==> src/rtl/mscmp_pkg.sv <==
`timescale 1ns/1ps
package mscmp_pkg;

    localparam logic [7:0] OPC_BYTE = 8'hA6;
    localparam logic [7:0] OPC_WIDE = 8'hA7;

    typedef enum logic [1:0] {
        SZ_BYTE  = 2'd0,
        SZ_WORD  = 2'd1,
        SZ_DWORD = 2'd2
    } opsz_e;

    typedef enum logic [2:0] {
        ST_IDLE,
        ST_RD1,
        ST_WT1,
        ST_RD2,
        ST_WT2,
        ST_EXEC,
        ST_FIN
    } state_e;

    // bit 5 .. bit 0
    typedef struct packed {
        logic of_f;
        logic sf_f;
        logic zf_f;
        logic af_f;
        logic pf_f;
        logic cf_f;
    } flags_t;

    function automatic logic [2:0] step_of(opsz_e sz);
        case (sz)
            SZ_BYTE: return 3'd1;
            SZ_WORD: return 3'd2;
            default: return 3'd4;
        endcase
    endfunction

    function automatic logic [31:0] width_mask(opsz_e sz);
        case (sz)
            SZ_BYTE: return 32'h0000_00FF;
            SZ_WORD: return 32'h0000_FFFF;
            default: return 32'hFFFF_FFFF;
        endcase
    endfunction

    function automatic logic even_par(logic [7:0] v);
        return ~^v;
    endfunction

endpackage

==> src/rtl/mscmp_alu.sv <==
`timescale 1ns/1ps
module mscmp_alu
    import mscmp_pkg::*;
(
    input  logic [31:0] op_a,
    input  logic [31:0] op_b,
    input  opsz_e       sz,
    output flags_t      flags
);
    logic [31:0] msk, am, bm, res;
    logic        sa, sb, sr;

    always_comb begin
        msk = width_mask(sz);
        am  = op_a & msk;
        bm  = op_b & msk;
        res = (am - bm) & msk;
        case (sz)
            SZ_BYTE: begin sa = am[7];  sb = bm[7];  sr = res[7];  end
            SZ_WORD: begin sa = am[15]; sb = bm[15]; sr = res[15]; end
            default: begin sa = am[31]; sb = bm[31]; sr = res[31]; end
        endcase
        flags.cf_f = (am < bm);
        flags.of_f = (sa ^ sb) & (sr ^ sa);
        flags.sf_f = sr;
        flags.zf_f = (res == 32'd0);
        flags.af_f = (am[3:0] < bm[3:0]);
        flags.pf_f = even_par(res[7:0]);
    end
endmodule

==> src/rtl/mscmp_step.sv <==
`timescale 1ns/1ps
module mscmp_step
    import mscmp_pkg::*;
#(
    parameter int ADDR_W = 32
) (
    input  logic [ADDR_W-1:0] ptr,
    input  opsz_e             sz,
    input  logic              down,
    input  logic              wide,
    output logic [ADDR_W-1:0] nxt
);
    localparam int SHORT_W = 16;

    logic [ADDR_W-1:0] amt, moved;

    always_comb begin
        amt   = ADDR_W'(step_of(sz));
        moved = down ? (ptr - amt) : (ptr + amt);
        nxt   = wide ? moved : {ptr[ADDR_W-1:SHORT_W], moved[SHORT_W-1:0]};
    end
endmodule

==> src/rtl/mscmp_fsm.sv <==
`timescale 1ns/1ps
module mscmp_fsm
    import mscmp_pkg::*;
(
    input  logic   clk,
    input  logic   rst,
    input  logic   go,
    input  logic   zero_skip,
    input  logic   req_ready,
    input  logic   rsp_valid,
    input  logic   last_iter,
    output state_e state
);
    state_e nxt;

    always_comb begin
        nxt = state;
        case (state)
            ST_IDLE: if (go)        nxt = zero_skip ? ST_FIN : ST_RD1;
            ST_RD1:  if (req_ready) nxt = ST_WT1;
            ST_WT1:  if (rsp_valid) nxt = ST_RD2;
            ST_RD2:  if (req_ready) nxt = ST_WT2;
            ST_WT2:  if (rsp_valid) nxt = ST_EXEC;
            ST_EXEC: nxt = last_iter ? ST_FIN : ST_RD1;
            ST_FIN:  nxt = ST_IDLE;
            default: nxt = ST_IDLE;
        endcase
    end

    always_ff @(posedge clk) begin
        if (rst) state <= ST_IDLE;
        else     state <= nxt;
    end
endmodule

==> src/rtl/mscmp_top.sv <==
`timescale 1ns/1ps
module mscmp_top
    import mscmp_pkg::*;
#(
    parameter int ADDR_W = 32,
    parameter int CNT_W  = 32
) (
    input  logic              clk,
    input  logic              rst,
    input  logic              start,
    input  logic [7:0]        opcode,
    input  logic              size32,
    input  logic              addr32,
    input  logic              dir,
    input  logic              rep_en,
    input  logic [ADDR_W-1:0] si_in,
    input  logic [ADDR_W-1:0] di_in,
    input  logic [CNT_W-1:0]  cnt_in,
    output logic              mem_req_valid,
    input  logic              mem_req_ready,
    output logic [ADDR_W-1:0] mem_req_addr,
    output logic [1:0]        mem_req_size,
    input  logic              mem_rsp_valid,
    input  logic [31:0]       mem_rsp_data,
    output logic              busy,
    output logic              done,
    output logic [ADDR_W-1:0] si_out,
    output logic [ADDR_W-1:0] di_out,
    output logic [CNT_W-1:0]  cnt_out,
    output logic [5:0]        flags_out
);
    localparam int SHORT_W = 16;
    localparam logic [CNT_W-1:0] CNT_ONE = CNT_W'(1);

    state_e            state_q;
    opsz_e             sz_q, sz_d;
    logic              dir_q, mode32_q, rep_q;
    logic [ADDR_W-1:0] ptr_q   [2];
    logic [ADDR_W-1:0] ptr_nx  [2];
    logic [CNT_W-1:0]  cnt_q;
    logic [31:0]       op1_q, op2_q;
    flags_t            flags_q, flags_new;
    logic              go, zero_skip, last_iter, opc_ok;
    logic [ADDR_W-1:0] cur_ptr;

    assign opc_ok    = (opcode == OPC_BYTE) || (opcode == OPC_WIDE);
    assign go        = start && opc_ok && (state_q == ST_IDLE);
    assign zero_skip = rep_en && (cnt_in == '0);
    assign last_iter = !rep_q || (cnt_q == CNT_ONE);
    assign sz_d      = (opcode == OPC_BYTE) ? SZ_BYTE : (size32 ? SZ_DWORD : SZ_WORD);

    mscmp_fsm fsm_i (
        .clk       (clk),
        .rst       (rst),
        .go        (go),
        .zero_skip (zero_skip),
        .req_ready (mem_req_ready),
        .rsp_valid (mem_rsp_valid),
        .last_iter (last_iter),
        .state     (state_q)
    );

    mscmp_alu alu_i (
        .op_a  (op1_q),
        .op_b  (op2_q),
        .sz    (sz_q),
        .flags (flags_new)
    );

    // one stepper per pointer: index 0 source, index 1 destination
    for (genvar g = 0; g < 2; g++) begin : g_step
        mscmp_step #(.ADDR_W(ADDR_W)) step_i (
            .ptr  (ptr_q[g]),
            .sz   (sz_q),
            .down (dir_q),
            .wide (mode32_q),
            .nxt  (ptr_nx[g])
        );
    end

    always_ff @(posedge clk) begin
        if (rst) begin
            sz_q     <= SZ_BYTE;
            dir_q    <= 1'b0;
            mode32_q <= 1'b0;
            rep_q    <= 1'b0;
            ptr_q[0] <= '0;
            ptr_q[1] <= '0;
            cnt_q    <= '0;
            op1_q    <= '0;
            op2_q    <= '0;
            flags_q  <= '0;
        end else begin
            case (state_q)
                ST_IDLE: if (go) begin
                    sz_q     <= sz_d;
                    dir_q    <= dir;
                    mode32_q <= addr32;
                    rep_q    <= rep_en;
                    ptr_q[0] <= si_in;
                    ptr_q[1] <= di_in;
                    cnt_q    <= cnt_in;
                end
                ST_WT1: if (mem_rsp_valid) op1_q <= mem_rsp_data;
                ST_WT2: if (mem_rsp_valid) op2_q <= mem_rsp_data;
                ST_EXEC: begin
                    flags_q  <= flags_new;
                    ptr_q[0] <= ptr_nx[0];
                    ptr_q[1] <= ptr_nx[1];
                    if (rep_q) cnt_q <= cnt_q - CNT_ONE;
                end
                default: ;
            endcase
        end
    end

    assign cur_ptr       = (state_q == ST_RD2) ? ptr_q[1] : ptr_q[0];
    assign mem_req_valid = (state_q == ST_RD1) || (state_q == ST_RD2);
    assign mem_req_addr  = mode32_q ? cur_ptr
                                    : {{(ADDR_W-SHORT_W){1'b0}}, cur_ptr[SHORT_W-1:0]};
    assign mem_req_size  = sz_q;
    assign busy          = (state_q != ST_IDLE);
    assign done          = (state_q == ST_FIN);
    assign si_out        = ptr_q[0];
    assign di_out        = ptr_q[1];
    assign cnt_out       = cnt_q;
    assign flags_out     = flags_q;
endmodule

==> config.mk <==
export PLATFORM = sky130hd
export DESIGN_NAME = mscmp_top
export DESIGN_NICKNAME = d
export VERILOG_FILES = /design/src/rtl/mscmp_pkg.sv /design/src/rtl/mscmp_alu.sv /design/src/rtl/mscmp_step.sv /design/src/rtl/mscmp_fsm.sv /design/src/rtl/mscmp_top.sv
export SDC_FILE = /design/constraint.sdc
export NUM_CORES = 1
export LEC_CHECK = 0
export ABC_AREA = 1
export BUFFER_PORTS_ARGS = -buffer_cell sky130_fd_sc_hd__buf_2
export CORE_MARGIN = 2
export CORE_UTILIZATION = 50
export CTS_CLUSTER_DIAMETER = 200
export CTS_CLUSTER_SIZE = 8
export DETAILED_ROUTE_END_ITERATION = 12
export PLACE_DENSITY = 0.72
export SKIP_LAST_GASP = 1
export SYNTH_ARGS = -nofsm -noshare
export SYNTH_HDL_FRONTEND = slang
export SYNTH_HIERARCHICAL = 1
export SYNTH_SLANG_ARGS = --single-unit
==> constraint.sdc <==
create_clock -name clk -period 6.5 [get_ports clk]
set_clock_uncertainty 0.15 [all_clocks]
set_input_delay 0.65 -clock clk [delete_from_list [all_inputs] [get_ports clk]]
set_output_delay 0.65 -clock clk [all_outputs]
set_load 0.02 [all_outputs]
# Word-level counts from Yosys, hierarchy flattened
# Memory sizes are Yosys's and may differ from the RTL's.
# Index checks and enable logic that the tools add are counted.
# word_totals
ram_bits	64
out_inout_bits	139
register_bits	110
rom_bits	0
latchBits	0
memories	1
word_cells	105
# op_classes
multipliers	0
order_cmp	2
shift	0
n_div	0
mux	37
n_bitwise	10
addsub	6
n_eq_ne	16
reduce_logical	19
# memory_table
memory	depth	width	read_ports	rd_ports_with_merged_regs	write_ports	line_no	rtl
ptr_q	2	32	2	0	2	mscmp_top.sv:38	logic [ADDR_W-1:0] ptr_q [2];
# op_table
operator	count
32-bit 2-to-1 mux	12
32-bit case mux with 2 select lines	2
32-bit bitwise AND	3
32-bit by 3-bit adder with 32-bit output	2
32-bit zero test	2
32-bit by 3-bit subtractor with 32-bit output	2
32-bit by 1-bit equality test with 1-bit output, second input constant	1
32-bit < comparator	1
32-bit by 1-bit subtractor with 32-bit output, second input constant	1
32-bit subtractor	1
3-bit 2-to-1 mux	7
3-bit case mux with 6 select lines	1
8-bit equality test, second input constant	2
2-bit != test, second input constant	5
3-bit equality test, second input constant	3
1-bit 2-to-1 mux	9
8-bit XNOR reduction	1
3-bit by 2-bit equality test with 1-bit output, second input constant	2
1-bit case mux with 2 select lines	3
3-bit case mux with 2 select lines	1
2-bit AND reduction	3
5-bit AND reduction	1
4-bit < comparator	1
2-bit 2-to-1 mux	2
14 further kinds	22

# Longest topological paths before layout
# Gate-level depths: netlist of the first run.
# logic_depth
depth_word	10
depth_mapped	22
ltp_nobuf	20

# Cells and area by module
# The synthesis of the first run kept the hierarchy.
# modules_own_cells
module	area_each_um2	n_inst	cells_per_inst
mscmp_top	8426.8	1	1187
mscmp_step	2636.3	2	553
mscmp_alu	3151.8	1	678
mscmp_fsm	272.8	1	48

# Worst setup path after synthesis of the first run
# No wires, ideal clock.
# synth_path
kind	input-to-reg
start	in rst
end	mem ptr_q[0][0] (enable)
slack_ns	2.606
stages	5
t_arrival_ns	2.892
n_path_buf	3
setup_time_ns	0.852
path_cell_list	clkbuf_1 > inv_1 > clkbuf_1 > clkbuf_1 > nand3_1
# synth_rtl
item	line_no	rtl
from (decl)	mscmp_top.sv:9	input logic rst,
to (decl)	mscmp_top.sv:38	

# Final worst setup path of the first run
# layout_path
start	reg fsm_i.state[0]
end	out mem_req_addr[25]
# layout_via
elab_chain_cells	3
# layout_rtl
item	line_no	rtl
from (decl)	mscmp_fsm.sv:12	output state_e state
from (signal assigned)	mscmp_fsm.sv:32	else state <= nxt;
3-bit by 2-bit equality test with 1-bit output	mscmp_top.sv:117	assign cur_ptr = (state_q == ST_RD2) ? ptr_q[1] : ptr_q[0];
32-bit 2-to-1 mux	mscmp_top.sv:117	
32-bit 2-to-1 mux	mscmp_top.sv:119	assign mem_req_addr = mode32_q ? cur_ptr
to (decl)	mscmp_top.sv:21	output logic [ADDR_W-1:0] mem_req_addr,
# Every way passes these cells.

==> metrics, run 1 <==
yosys warns 6; DR pass1 iterations 6; gr usage total between 30% and 40%; CP startpoint kind flop; Root Buffer clkbuf_16; Final Cycle Share approximately three fifths; Filler cells approximately 3500; I/O pins about 280; Synth Instances ~3000; R2R cell count 17; CTS H-tree depth 4; reg2reg setup slack roughly 2800 ps; Slew HR a little under 20%; number of remaining DRC errors 0; fmax approximately 250 MHz; Routed Antenna Nets 0; final setup fails 0; detail-routed net length per standard cell ~16 um; CORE AREA 33620 um^2; Slew Viols, Final 0; min-delay worst type input pin to flop; data required time of the worst path ~5700 ps; final setup TNS 0 ps; Crit. End Element output pin; initial antenna violation count 2; Die ar. about 36000 um^2; Hold Path Origin dir; Crit Path Category flop to output pin; ANT cells 0; crit-path max FO 33; status complete, no violations; Distinct cells, synth 39; Worst-path clk slew approximately 70 ps; Seq/Total Area, Yosys 24.08%; Hold Crit Depth 3; Clk Latency, worst-skew pair 460 ps; EDFF count, synth 64; RSZ-0062 raised after global routing no; die extent in y 189.1 um; cts hold-fix bufs 0; Total Nets Final about 3500; CTS tree yes; gp weighted congestion 0.9548; CTS Buf Count 17; I/O Buffers between 200 and 300; post-cts gate resize count 0; Post-Syn Nets 3269; syn_area_per_cell between 5 and 6 um^2; CP Launch Point fsm_i/state[0]; vias in the first global route 17749; layout cell share with drive strength beyond 1 11.88%; maximum capacitance violations 0; Peak VDD IR 189.2 uV; total power draw approximately 2.5 mW; Arrival @ worst endpoint approximately 3100 ps; R2R Path Start mem_req_size[1]; HPWL Detailed 47110 um; routed via count roughly 19000; DRT iter0 DRCs about 1500; Power Dens Cells between 100 and 150 nW/um^2; Total Wirelength 60050 um; die width 189.1 um; first-pass GRT wire length between 90000 and 100000 um; vias per cell approximately 5.2; Final Hold Vio Count 0; FF-to-FF End ptr_q[0][60]; Synth async-reset ratio 0%; clock sinks 174; CTS max path bufs 2; number of synthesized register bits ~170; hold endpoint dir_q; Period minus WS final just under 4000 ps; most common cell after layout, fill and taps aside nand2_1; Initial Utilization about half; ys flop type dfxtp_1; row count between 60 and 70; Worst Max-Slew Pin Slew 1205 ps; most frequent cells in the layout nand2_1 (968), inv_1 (533), nor2_1 (436); postcts setup bufs 0; Lkg Pwr ~11 nW; area grow syn2layout 13.50%; largest net degree at the start of global routing 85; total grt overflow 0; Synth Cell Area between 15000 and 20000 um^2
==> worst max-delay path by stage <==
stage               slack (ps)  cells after the start               end
floorplan                 2610                      5       ptr_q[0][0]
global placement          2930                     17      ptr_q[0][52]
detailed placement        2820                     17      ptr_q[0][60]
CTS                       2630                      8  mem_req_addr[29]
global route              2400                      8  mem_req_addr[27]
finish                    2580                      8  mem_req_addr[25]
==> synthesized netlist by cell type (15+ instances only) <==
library cell / number / area, um^2
nor3_1: 15 / 75.07
nand4_1: 25 / 156.4
clkbuf_1: 51 / 191.4
nand2_1: 968 / 3633
o21ai_1: 15 / 75.07
ha_1: 102 / 1276
edfxtp_1: 64 / 1922
nand2_2: 31 / 193.9
dfxtp_1: 110 / 2202
inv_1: 534 / 2004
nor2_1: 436 / 1637
a21oi_1: 87 / 435.4
nand3b_1: 16 / 120.1
buf_2: 18 / 90.09
o21ai_0: 193 / 965.9
nand3_1: 234 / 1171
xor2_1: 28 / 245.2
==> cell families after synthesis <==
| kind of cell | after synthesis | share of synthesized area [%] |
|---|---|---|
| AOI/OAI and AO/OA | 318 | 9.608 |
| xor gates and xnor gates | 42 | 2.148 |
| adders and majority gates | 105 | 7.804 |
| buffers and inverters | 617 | 13.81 |
| DFF | 174 | 24.08 |
| and+or+nand+nor | 1763 | 42.55 |
==> sequential cells by signal, summed over array words and instances (netlist names), 2 cells and up <==
signal	flops
cnt_out	32
op2_q	32
fsm_i/state	3
op1_q	32
mem_req_size	2
ptr_q	64
flags_out	6
==> stage by stage <==
stage,util [%],hold WS [ps],cells,worst slack (ps),area (um^2)
2_1_floorplan,-,305.0,3019,2606,17120
3_3_place_gp,56.10,312.1,3682,2929,18860
3_5_place_dp,56.10,322.2,3682,2821,18860
4_1_cts,57.81,277.7,3713,2625,19430
5_1_grt,57.81,283.5,3713,2397,19430
6_report,57.81,285.8,3713,2577,19430
==> report_power, final <==
part | switching (mW) | internal, mW
clock network | 0.480 | 0.586
logic | 0.173 | 0.0931
registers | 0.0305 | 1.14
==> worst max-delay path: stages (launching register included) <==
cell and delay, ps:
dfxtp_1 550, inv_2 100, nor2_1 140, nand2_1 70, buf_4 250, inv_1 880, nor2_1 80, nor2_1 320
buf_2 230
==> layer usage <==
layer / global-route usage [%] / up-vias / part of all wire, %
met4: 11.03 / 4 / 2.9
met1: 45.52 / 8712 / 45
met3: 4.708 / 77 / 8.0
met5: 0 / - / 0.035
li1: - / 9818 / -
met2: 53.49 / 794 / 44
==> layout make-up <==
class	count	area [um^2]	share of cell area (%)
sequential	174	4128	21.24
tap	448	560.5	2.884
inverter	539	2026	10.42
clock inverter	9	112.6	0.5794
timing repair buffer	293	1491	7.674
multi-input combinational	2228	10650	54.81
clock buffer	22	464.2	2.388
Power figures use the tool's default switching activity.
==> run 2, diff against run 1 <==
--- a/config.mk
+++ b/config.mk
@@ -5,14 +5,14 @@
 export SDC_FILE = /design/constraint.sdc
 export NUM_CORES = 1
 export LEC_CHECK = 0
-export ABC_AREA = 1
+export ABC_AREA = 0
 export BUFFER_PORTS_ARGS = -buffer_cell sky130_fd_sc_hd__buf_2
 export CORE_MARGIN = 2
 export CORE_UTILIZATION = 50
 export CTS_CLUSTER_DIAMETER = 200
 export CTS_CLUSTER_SIZE = 8
 export DETAILED_ROUTE_END_ITERATION = 12
-export PLACE_DENSITY = 0.72
+export PLACE_DENSITY = 0.76
 export SKIP_LAST_GASP = 1
 export SYNTH_ARGS = -nofsm -noshare
 export SYNTH_HDL_FRONTEND = slang
==> constraint.sdc (replaced) <==
create_clock -name clk -period 3.5 [get_ports clk]
set_clock_uncertainty 0.15 [all_clocks]
set_input_delay 0.35 -clock clk [delete_from_list [all_inputs] [get_ports clk]]
set_output_delay 0.35 -clock clk [all_outputs]
set_load 0.02 [all_outputs]
==> run 2 against run 1 <==
Effect of this change:
- the flow now finishes with violations (setup timing)
- register-to-register slack lost 3000 ps
- synthesized cell count shrank 38%
- die area shrank 13%
- non-clock buffer count grew 162
- worst hold slack lost 280 ps
- sequential cell count is the same
- via count shrank 17%
- first-iteration DRC count shrank 8.3%
- sequential power grew 85%
- final area shrank 2.7%
- cell count shrank 29%
- count of clock-buffer cells in the layout shrank 5
- critical path type is now flop to flop
==> metrics, run 2 <==
Sw Pwr 1.298 mW (+90%); largest net degree at the start of global routing 62 (-27%); HPWL Detailed 37930 um (-19%); placed insts 2542 (-31%); initial antenna violation count 3 (+1); min-delay worst type input pin to flop; max reg flops 64 (unchanged); Power Dens Cells 240.6 nW/um^2 (+87%); CTS H-tree depth 4 (unchanged); failing checks setup timing; maximum capacitance violations 0 (unchanged); Sw Share 28.54% (+1.3 points); Synth Instances 1861 (-38%); Synth async-reset ratio 0% (unchanged); PnR worst setup slack -220.5 ps (-2797 ps); Worst-path clk slew 80 ps (about the same); number of synthesized register bits 174 (unchanged); row count 63 (-6.0%); hold slack 8.014 ps (-277.7 ps); DR pass1 iterations 7 (+1); crit-path max FO 2 (-94%); syn_area_per_cell 7.966 um^2 (+40%); total power draw 4.548 mW (+82%); CORE AREA 29400 um^2 (-13%); clock sinks 174 (unchanged); Peak VDD IR 339.9 uV (+80%); Filler cells 2503 (-29%); most frequent cells in the layout nand2_1 (348), buf_2 (282), a21oi_1 (154); area grow syn2layout 27.51%; Power Internal 3.250 mW (+78%); Clk pwr share 41.9% (-0.6 points); Total Nets Final 2475 (-29%); I/O pins 284 (unchanged); total grt overflow 0 (unchanged); CTS max path bufs 2 (unchanged); vias in the first global route 15017 (-15%); DRT iter0 DRCs 1373 (-8.3%); Synth area leaders dfxtp_1 (15%), edfxtp_1 (13%), nand2_1 (8.8%), ha_1 (8.6%), a21oi_1 (5.9%); routed via count 16021 (-17%); status complete, but fails checks; vias per cell 6.092 (+17%); Final Cycle Share 106.3%; Seq/Total Area, Yosys 27.82% (+3.7 points); Routed Antenna Nets 0 (unchanged); die extent in y 176.2 um (-6.8%); Initial Utilization 50.42% (-0.52 points); die width 176.2 um (-6.8%); number of remaining DRC errors 0 (unchanged); layout cell share with drive strength beyond 1 28.19% (+16 points); Total Wirelength 51720 um (-14%); ys flop type dfxtp_1; gp weighted congestion 0.9592 (+0.46%); Clk Latency, worst-skew pair 450 ps (about the same); CTS tree yes; CTS Buf Count 17 (unchanged); Worst Max-Slew Pin Slew 1028 ps (-176.4 ps); post-synth top area share 14.85% (-6.4 points); Crit. End Element flop; detail-routed net length per standard cell 19.67 um (+22%); Slew HR 31.46% (+12 points); Crit Path Category flop to flop; Final Hold Vio Count 0 (unchanged); Biggest register ptr_q; final setup fails 12 (+12); power share of the combinational group 10.6% (about the same); CP startpoint kind flop; first-pass GRT wire length 79240 um (-16%); Place WS -148.7 ps (-2970 ps); Slew Viols, Final 0 (unchanged); gr usage total 31.87% (-1.3 points); top-count cell post-synth nand2_1; Synth Cell Area 14820 um^2 (-13%); final core utilization 64.29% (+6.5 points); yosys warns 6 (unchanged); Period minus WS final between 3000 and 4000 ps; Lkg Pwr 8.667 nW (-22%); top cell type by total area after synthesis dfxtp_1; Die ar. 31040 um^2 (-13%); Distinct cells, synth 102 (+160%); most common cell after layout, fill and taps aside nand2_1; RSZ-0062 raised after global routing yes; Post-Syn Nets 2111 (-35%); final std cells w/o fill 2630 (-29%); fmax ~270 MHz; data required time of the worst path 3740 ps (-1960 ps); Root Buffer clkbuf_16; sequential fraction of design power 47.5% (+0.6 points); Arrival @ worst endpoint 3960 ps (+840 ps); Synth top cells by count nand2_1 (349), a21oi_1 (174), dfxtp_1 (110), nor2_1 (105), ha_1 (102); I/O Buffers 283 (unchanged); EDFF count, synth 64 (unchanged)
[run 2: changes by cell type after synthesis, moves of 32 or more]
cell,before,now
nand3_1,234,37
inv_1,534,47
xnor2_1,14,51
nor2_1,436,105
a21oi_1,87,174
a22o_1,0,65
nand2_1,968,349
a21o_1,2,55
clkbuf_1,51,83
o21ai_0,193,72
[run 2: power groups by stage]
| stage | registers, mW | logic [mW] | clock network (mW) |
|---|---|---|---|
| final | 2.16 | 0.480 | 1.91 |
| after global routing | 2.16 | 0.511 | 1.99 |
| after CTS | 2.16 | 0.463 | 1.91 |
| after detailed placement | 2.21 | 0.434 | 0 |
| after global placement | 2.21 | 0.431 | 0 |
| after floorplan | 2.23 | 0.193 | 0 |
[run 2: cell families (layout without fill, tap and decap cells)]
| kind of cell | count (synthesis) | in the layout | synth area share [%] |
|---|---|---|---|
| adder cells (fa/ha/maj) | 105 | 105 | 9.014 |
| multiplexers | 28 | 28 | 2.161 |
| AO/OA/AOI/OAI | 598 | 598 | 28.28 |
| buffers and inverters | 162 | 538 | 4.769 |
| AND/OR/NAND/NOR | 720 | 721 | 23.59 |
| flip-flops | 174 | 174 | 27.82 |
| other | 0 | 2 | 0 |
| XOR/XNOR | 74 | 74 | 4.372 |
[run 2: final timing paths]
kind,start,to,slack [ps],cells past startpoint
setup / recovery,op1_q[0],flags_out[3],-220,18
hold / removal,mem_rsp_data[21],op2_q[21],8,3
setup reg to reg,op1_q[0],flags_out[3],-220,18
hold reg to reg,op1_q[20],op1_q[20],300,2
[run 2: area by class of cell]
| type | instances | area, um^2 | share of cell area (%) |
|---|---|---|---|
| Timing Repair Buffer | 455 | 2898 | 15.33 |
| Antenna cell | 2 | 5.005 | 0.02648 |
| Tap cell | 390 | 488.0 | 2.582 |
| Clock inverter | 15 | 123.9 | 0.6553 |
| Multi-Input combinational cell | 1526 | 10630 | 56.25 |
| Clock buffer | 17 | 425.4 | 2.251 |
| Inverter | 51 | 191.4 | 1.013 |
| Sequential cell | 174 | 4138 | 21.89 |
[run 2: critical path: stages (launching register included)]
cell	delay, ps
dfxtp_2	340
inv_2	40
ha_4	150
fa_2	390
nor2b_2	150
o2111ai_2	170
nand2_2	120
xnor2_2	120
ha_2	190
nand4_1	200
a2111oi_2	350
buf_4	170
o221ai_2	80
nor4_2	210
nand4_1	160
nor4_4	310
a2bb2oi_2	140
nand2_1	70
a21oi_2	130
[run 2: per-stage QoR]
step / TNS [ps] / cell area (um^2)
floorplan: -129.9 / 14970
global placement: -999.1 / 17310
detailed placement: -1935 / 17310
CTS: -531.3 / 18420
global route: -3494 / 18900
finish: -673.7 / 18900
[run 2: what timing repair did]
item,4_1_cts,5_1_grt
hold buffers,27,0
gates cloned,1,0
endpoints found under the hold margin,44,0
setup buffers,14,12
setup endpoints to repair,30,37
pin swaps,38,55
resized for setup,32,83
[run 2: routing by layer]
layer / GRT usage (%) / vias up / routed length, um
li1: - / 7562 / -
met1: 40.15 / 7621 / 21380
met2: 53.25 / 720 / 24260
met3: 5.943 / 116 / 3961
met4: 13.98 / 2 / 2108
met5: 0 / - / 16
